===== config.mk =====
export PLATFORM = sky130hd
export DESIGN_NAME = irq_presenter_regs
export DESIGN_NICKNAME = d
export VERILOG_FILES = /design/src/rtl/ipr_pkg.sv /design/src/rtl/ipr_decode.sv /design/src/rtl/ipr_prio_core.sv /design/src/rtl/ipr_link_bank.sv /design/src/rtl/irq_presenter_regs.sv
export SDC_FILE = /design/constraint.sdc
export NUM_CORES = 1
export LEC_CHECK = 0
export ABC_CLOCK_PERIOD_IN_PS = 5300
export BUFFER_PORTS_ARGS = -buffer_cell sky130_fd_sc_hd__buf_2
export CORE_UTILIZATION = 45
export DETAILED_ROUTE_END_ITERATION = 10
export PLACE_DENSITY_LB_ADDON = 0.25
export SYNTH_ARGS = -nofsm -noshare
export SYNTH_HDL_FRONTEND = slang
export SYNTH_SLANG_ARGS = --single-unit

===== constraint.sdc =====
create_clock -name clk -period 5.3 [get_ports clk]
set_input_delay 0.795 -clock clk [delete_from_list [all_inputs] [get_ports clk]]
set_output_delay 0.795 -clock clk [all_outputs]
set_load 0.01 [all_outputs]

===== src/rtl/ipr_pkg.sv =====
package ipr_pkg;
  typedef enum logic [3:0] {
    OP_IDLE,
    OP_BAD,
    OP_POLL_WORD,
    OP_PRIO_BYTE,
    OP_ACCEPT,
    OP_CPPR_WR,
    OP_EOI,
    OP_IPI_RD,
    OP_IPI_WR,
    OP_LINK_RD,
    OP_LINK_WR
  } ipr_op_e;

  // word offsets (address bits [11:2])
  localparam int unsigned WOFF_POLL  = 0;
  localparam int unsigned WOFF_ACK   = 1;
  localparam int unsigned WOFF_IPI   = 3;
  localparam int unsigned WOFF_LINK0 = 4;
endpackage


===== src/rtl/ipr_decode.sv =====
module ipr_decode
  import ipr_pkg::*;
#(
  parameter int ADDR_W     = 12,
  parameter int LINK_COUNT = 3,
  parameter int LINK_IDX_W = 2
) (
  input  logic                  valid,
  input  logic                  write,
  input  logic [ADDR_W-1:0]     addr,
  input  logic [2:0]            size,
  output ipr_op_e               op,
  output logic [LINK_IDX_W-1:0] link_idx
);
  localparam int OFF_W = ADDR_W - 2;
  localparam logic [OFF_W-1:0] O_POLL  = OFF_W'(WOFF_POLL);
  localparam logic [OFF_W-1:0] O_ACK   = OFF_W'(WOFF_ACK);
  localparam logic [OFF_W-1:0] O_IPI   = OFF_W'(WOFF_IPI);
  localparam logic [OFF_W-1:0] O_LINK0 = OFF_W'(WOFF_LINK0);
  localparam logic [OFF_W-1:0] O_LEND  = OFF_W'(WOFF_LINK0 + LINK_COUNT);

  logic [OFF_W-1:0] off;
  logic             is_word;
  logic             is_byte0;
  logic [OFF_W-1:0] link_off;

  assign off      = addr[ADDR_W-1:2];
  assign is_word  = (size == 3'd4);
  assign is_byte0 = (size == 3'd1) && (addr[1:0] == 2'b00);
  assign link_off = off - O_LINK0;

  always_comb begin
    op       = OP_IDLE;
    link_idx = '0;
    if (valid) begin
      op = OP_BAD;
      if (off == O_POLL) begin
        if (!write && is_word)       op = OP_POLL_WORD;
        else if (!write && is_byte0) op = OP_PRIO_BYTE;
      end else if (off == O_ACK) begin
        if (is_word)       op = write ? OP_EOI : OP_ACCEPT;
        else if (is_byte0) op = write ? OP_CPPR_WR : OP_PRIO_BYTE;
      end else if (off == O_IPI) begin
        if (is_byte0) op = write ? OP_IPI_WR : OP_IPI_RD;
      end else if (off >= O_LINK0 && off < O_LEND) begin
        link_idx = LINK_IDX_W'(link_off);
        if (is_word) op = write ? OP_LINK_WR : OP_LINK_RD;
      end
    end
  end
endmodule


===== src/rtl/ipr_prio_core.sv =====
module ipr_prio_core #(
  parameter int PRIO_W  = 8,
  parameter int SRC_W   = 24,
  parameter int IPI_SRC = 2
) (
  input  logic                  clk,
  input  logic                  rst,
  input  logic                  acc_en,
  input  logic                  cppr_wr,
  input  logic [PRIO_W-1:0]     cppr_val,
  input  logic                  ipi_wr,
  input  logic [PRIO_W-1:0]     ipi_val,
  input  logic                  src_load,
  input  logic [PRIO_W-1:0]     src_prio,
  input  logic [SRC_W-1:0]      src_num,
  output logic [PRIO_W-1:0]     cppr,
  output logic [PRIO_W-1:0]     ipi_prio,
  output logic [PRIO_W+SRC_W-1:0] word,
  output logic                  hit
);
  localparam logic [SRC_W-1:0] IPI_NUM = SRC_W'(IPI_SRC);

  logic              ext_v;
  logic [PRIO_W-1:0] ext_p;
  logic [SRC_W-1:0]  ext_n;
  logic              ext_ok, ipi_ok, pick_ipi;
  logic [SRC_W-1:0]  sel_src;
  logic [PRIO_W-1:0] sel_prio;

  always_comb begin
    ext_ok   = ext_v && (ext_p < cppr);
    ipi_ok   = ipi_prio < cppr;
    pick_ipi = ipi_ok && (!ext_ok || (ipi_prio < ext_p));
    sel_src  = pick_ipi ? IPI_NUM : (ext_ok ? ext_n : '0);
    sel_prio = pick_ipi ? ipi_prio : ext_p;
    hit      = ext_ok || ipi_ok;
    word     = {cppr, sel_src};
  end

  always_ff @(posedge clk) begin
    if (rst) begin
      cppr     <= '0;
      ipi_prio <= '1;
      ext_v    <= 1'b0;
      ext_p    <= '1;
      ext_n    <= '0;
    end else begin
      if (cppr_wr) cppr     <= cppr_val;
      if (ipi_wr)  ipi_prio <= ipi_val;
      if (acc_en && hit) begin
        cppr <= sel_prio;
        if (pick_ipi) ipi_prio <= '1;
        else          ext_v    <= 1'b0;
      end
      if (src_load) begin
        ext_v <= 1'b1;
        ext_p <= src_prio;
        ext_n <= src_num;
      end
    end
  end
endmodule


===== src/rtl/ipr_link_bank.sv =====
module ipr_link_bank #(
  parameter int DATA_W     = 32,
  parameter int LINK_COUNT = 3,
  parameter int IDX_W      = 2
) (
  input  logic              clk,
  input  logic              rst,
  input  logic              wr_en,
  input  logic [IDX_W-1:0]  idx,
  input  logic [DATA_W-1:0] wdata,
  output logic [DATA_W-1:0] rdata
);
  logic [DATA_W-1:0] link_q [LINK_COUNT];

  for (genvar g = 0; g < LINK_COUNT; g++) begin : g_link
    always_ff @(posedge clk) begin
      if (rst)                                  link_q[g] <= '0;
      else if (wr_en && idx == IDX_W'(g))       link_q[g] <= wdata;
    end
  end

  always_comb begin
    rdata = '0;
    for (int i = 0; i < LINK_COUNT; i++)
      if (idx == IDX_W'(i)) rdata = link_q[i];
  end
endmodule


===== src/rtl/irq_presenter_regs.sv =====
module irq_presenter_regs
  import ipr_pkg::*;
#(
  parameter int ADDR_W     = 12,
  parameter int PRIO_W     = 8,
  parameter int SRC_W      = 24,
  parameter int LINK_COUNT = 3,
  parameter int IPI_SRC    = 2
) (
  input  logic                      clk,
  input  logic                      rst,
  input  logic                      bus_valid,
  input  logic                      bus_write,
  input  logic [ADDR_W-1:0]         bus_addr,
  input  logic [2:0]                bus_size,
  input  logic [PRIO_W+SRC_W-1:0]   bus_wdata,
  input  logic                      src_load,
  input  logic [PRIO_W-1:0]         src_prio,
  input  logic [SRC_W-1:0]          src_num,
  output logic                      rsp_valid,
  output logic [PRIO_W+SRC_W-1:0]   rsp_data,
  output logic                      rsp_err,
  output logic                      stb_poll,
  output logic                      stb_accept,
  output logic                      stb_cppr,
  output logic                      stb_eoi,
  output logic                      stb_ipi,
  output logic [SRC_W-1:0]          eoi_source,
  output logic                      irq
);
  localparam int DATA_W = PRIO_W + SRC_W;
  localparam int IDX_W  = (LINK_COUNT > 1) ? $clog2(LINK_COUNT) : 1;

  ipr_op_e           op;
  logic [IDX_W-1:0]  link_idx;
  logic [PRIO_W-1:0] cppr, ipi_prio;
  logic [DATA_W-1:0] word, link_rd, rd_next;
  logic              hit, cppr_wr;
  logic [PRIO_W-1:0] cppr_val;

  ipr_decode #(.ADDR_W(ADDR_W), .LINK_COUNT(LINK_COUNT), .LINK_IDX_W(IDX_W)) u_dec (
    .valid(bus_valid), .write(bus_write), .addr(bus_addr), .size(bus_size),
    .op(op), .link_idx(link_idx)
  );

  assign cppr_wr  = (op == OP_CPPR_WR) || (op == OP_EOI);
  assign cppr_val = (op == OP_EOI) ? bus_wdata[DATA_W-1:SRC_W] : bus_wdata[PRIO_W-1:0];

  ipr_prio_core #(.PRIO_W(PRIO_W), .SRC_W(SRC_W), .IPI_SRC(IPI_SRC)) u_core (
    .clk(clk), .rst(rst),
    .acc_en(op == OP_ACCEPT),
    .cppr_wr(cppr_wr), .cppr_val(cppr_val),
    .ipi_wr(op == OP_IPI_WR), .ipi_val(bus_wdata[PRIO_W-1:0]),
    .src_load(src_load), .src_prio(src_prio), .src_num(src_num),
    .cppr(cppr), .ipi_prio(ipi_prio), .word(word), .hit(hit)
  );

  ipr_link_bank #(.DATA_W(DATA_W), .LINK_COUNT(LINK_COUNT), .IDX_W(IDX_W)) u_links (
    .clk(clk), .rst(rst),
    .wr_en(op == OP_LINK_WR), .idx(link_idx),
    .wdata(bus_wdata), .rdata(link_rd)
  );

  always_comb begin
    unique case (op)
      OP_POLL_WORD, OP_ACCEPT: rd_next = word;
      OP_PRIO_BYTE:            rd_next = DATA_W'(cppr);
      OP_IPI_RD:               rd_next = DATA_W'(ipi_prio);
      OP_LINK_RD:              rd_next = link_rd;
      default:                 rd_next = '1;
    endcase
  end

  always_ff @(posedge clk) begin
    if (rst) begin
      rsp_valid  <= 1'b0;
      rsp_data   <= '0;
      rsp_err    <= 1'b0;
      stb_poll   <= 1'b0;
      stb_accept <= 1'b0;
      stb_cppr   <= 1'b0;
      stb_eoi    <= 1'b0;
      stb_ipi    <= 1'b0;
      eoi_source <= '0;
      irq        <= 1'b0;
    end else begin
      rsp_valid  <= bus_valid && !bus_write;
      rsp_data   <= (bus_valid && !bus_write) ? rd_next : '0;
      rsp_err    <= (op == OP_BAD);
      stb_poll   <= (op == OP_POLL_WORD) || (op == OP_PRIO_BYTE);
      stb_accept <= (op == OP_ACCEPT);
      stb_cppr   <= (op == OP_CPPR_WR);
      stb_eoi    <= (op == OP_EOI);
      stb_ipi    <= (op == OP_IPI_WR);
      if (op == OP_EOI) eoi_source <= bus_wdata[SRC_W-1:0];
      irq        <= hit;
    end
  end
endmodule


==> impl_metrics.env <==
export IMPL_slew_viol_final=0
export IMPL_fin_worst_skew_ns=0.0188
export IMPL_wl_mm=25.1
export IMPL_worst_pin_slew_ns=1.14
export IMPL_fin_cells=1332
export IMPL_max_cap_viol_count=0
export IMPL_fmax_ghz=0.278
export IMPL_status="complete, no violations"
export IMPL_p_leak_nw=4.84
export IMPL_ff2ff_path_depth=10
export IMPL_r2r_start="u_core.cppr[2]"
export IMPL_cts_resized=0
export IMPL_yosys_area_top_type="edfxtp_1"
export IMPL_drtIter0Drc=584
export IMPL_cts_tree="built"
export IMPL_synth_most_common_cell="nor2_1"
export IMPL_dieArea_sq_mm=0.0217
export IMPL_num_rows=52
export IMPL_min_period_ns=3.60
export IMPL_cts_hold_buffers=0
export IMPL_ys_async_sr_fraction=0
export IMPL_postSynthCellCount=924
export IMPL_drive_gt1_frac=0.228
export IMPL_drtAntennaViolNets=0
export IMPL_finalSetupViolCount=0
export IMPL_place_hpwl_mm=16.8
export IMPL_dp_cells=1290
export IMPL_vdd_ir_drop_max_mv=0.210
export IMPL_rsz0062_at_grt="false"
export IMPL_nNetsFinal=1150
export IMPL_syn_area_sq_mm=0.00948
export IMPL_io_buffers=147
export IMPL_crit_chain="buf_2 > nor4_1 > nand4_1 > o21a_1 > a221oi_4 > buf_4 > and2_1 > nand2b_1 > buf_4 > nand2_1 > buf_4"
export IMPL_die_w_um=147
export IMPL_synth_top_area_frac=0.304
export IMPL_crit_path_max_fanout=34
export IMPL_critPathRequiredTime_ns=5.47
export IMPL_min_delay_start="eoi_source[16]"
export IMPL_start_util=0.464
export IMPL_avgSynthCellArea_sq_um=10.3
export IMPL_relSlewSlack=0.230
export IMPL_drc=0
export IMPL_hold_path_depth=2
export IMPL_end_kind="flop"
export IMPL_crit_top_cell="buf_4"
export IMPL_clkLatencyLatePin_ns=0.53
export IMPL_cp_top_family="buffers and inverters"
export IMPL_htreeDepth=1
export IMPL_core_sq_mm=0.0204
export IMPL_cts_made_buffers=23
export IMPL_r2r_end="rsp_data[3]"
export IMPL_io_pins=148
export IMPL_crit_path_max_incr_delay_ns=0.47
export IMPL_ys_seq_area_frac=0.542
export IMPL_grt_pass1_vias=7188
export IMPL_ys_types=64
export IMPL_n_antenna_cell=0
export IMPL_power_density_mw_per_mm2=322
export IMPL_synth_ff_type="dfxtp_1"
export IMPL_firstDrtPassIters=5
export IMPL_regToRegSetupSlack_ns=1.85
export IMPL_avgRoutedWirePerCell_um=18.8
export IMPL_root_buffer="clkbuf_16"
export IMPL_finalPower_mw=3.60
export IMPL_cp_num_buf_inv=4
export IMPL_start_kind="primary input"
export IMPL_via_count=7455
export IMPL_die_h_um=147
export IMPL_hp_class="reg2reg"
export IMPL_synth_warnings=0
export IMPL_post_cts_buffers=0
export IMPL_path_class="in2reg"
export IMPL_grt_overflow_total=0
export IMPL_max_clock_path_buffers=3
export IMPL_clock_sinks=209
export IMPL_place_congestion=0.828
export IMPL_synth_fp_nets=1029
export IMPL_area_delta_synth_final_pct=18.0
export IMPL_tns_ns=0
export IMPL_grt_total_usage=0.232
export IMPL_synth_edff_count=96
export IMPL_fin_crit_sh=0.679
export IMPL_grt_max_degree=70
export IMPL_synth_commonest_cells="nor2_1 (156), dfxtp_1 (113), edfxtp_1 (96), nand2_1 (92), mux2i_1 (73)"
export IMPL_grt_pass1_wl_mm=39.6
export IMPL_hold_end="eoi_source[16]"
export IMPL_vias_per_cell=5.60
export IMPL_arrival_ns=3.76
export IMPL_hold_viol=0
export IMPL_synth_seq_cells=209
export IMPL_clkTransAtPathRegs_ns=0.07
export IMPL_antenna_found_initial=0
export IMPL_cpMaxStageDelayCell="nor4_1"
export IMPL_synth_area_top_cells="edfxtp_1 (30%), dfxtp_1 (24%), mux2i_1 (7.7%)"
## sequential cells by signal, indices dropped and copies added (netlist names)
name and flops:
rsp_valid 1, rsp_err 1, eoi_source 24, stb_poll 1, u_core.ipi_prio 8, stb_cppr 1, u_links.link_q 96, u_core.ext_p 8
rsp_data 32, stb_ipi 1, u_core.ext_v 1, u_core.ext_n 24, irq 1, stb_accept 1, u_core.cppr 8, stb_eoi 1
## worst register-to-register path, stage by stage, from the launching register on
cell and delay, ns:
dfxtp_1 0.41, inv_1 0.09, ha_1 0.31, a21oi_1 0.12, o21ai_0 0.12, a221o_1 0.38, a31o_2 0.27, o31ai_1 0.25
buf_4 0.26, and3_1 0.89, a211o_1 0.28
## through the flow
step,utilization,area [sq um],hold slack (ns),setup slack (ns)
final,0.548,11200,0.450,1.70
after floorplan,-,9480,0.435,1.48
after CTS,0.548,11200,0.451,1.72
after global placement,0.510,10400,0.437,1.25
after detailed placement,0.510,10400,0.442,1.19
after global routing,0.548,11200,0.472,1.35
## layout by cell type (no fill, tap or decap), drive strengths merged, types with 21 or more instances in the layout
cell / instances
buf: 162
nor2: 157
dfxtp: 113
edfxtp: 96
nand2: 92
mux2i: 73
nand3: 36
a21oi: 34
a211o: 32
o21ai: 31
a211oi: 27
clkbuf: 25
inv: 23
ha: 21
## per-layer routing
layer  track usage  routed length, um
met1         0.324              11200
met2         0.382              12000
met3        0.0286               1470
met4        0.0593                407
met5             0                  0
## worst max-delay path by stage
stage,startpoint,to,cells past startpoint
final,bus_addr[11],u_links.link_q[2][23],11
after global routing,bus_addr[11],u_links.link_q[2][24],11
after CTS,bus_addr[11],u_links.link_q[1][31],9
after detailed placement,bus_addr[11],u_links.link_q[1][26],9
after global placement,bus_addr[11],u_links.link_q[1][23],9
after floorplan,bus_addr[11],u_links.link_q[1][0],8
## cells by family (layout without fill, tap and decap cells)
group | count (synthesis) | count (layout) | share of synthesized area
simple gates | 344 | 344 | 0.163
mux | 81 | 81 | 0.0865
compound gates | 184 | 184 | 0.144
fa+ha+maj | 21 | 21 | 0.0277
flops | 209 | 209 | 0.542
buf+inv | 85 | 223 | 0.0365
## where the power goes
group	internal, mW	switching, mW
combinational	0.0820	0.135
clock	0.924	0.689
sequential	1.75	0.0231
## cell type report
cell class | instances | area (sq um)
Multi-Input combinational cell | 630 | 4010
Fill cell | 1846 | 9240
Tap cell | 270 | 338
Clock inverter | 17 | 173
Clock buffer | 25 | 593
Inverter | 19 | 71.3
Sequential cell | 209 | 5140
Timing Repair Buffer | 162 | 861
Note: power is estimated with default switching activity, not from simulation.
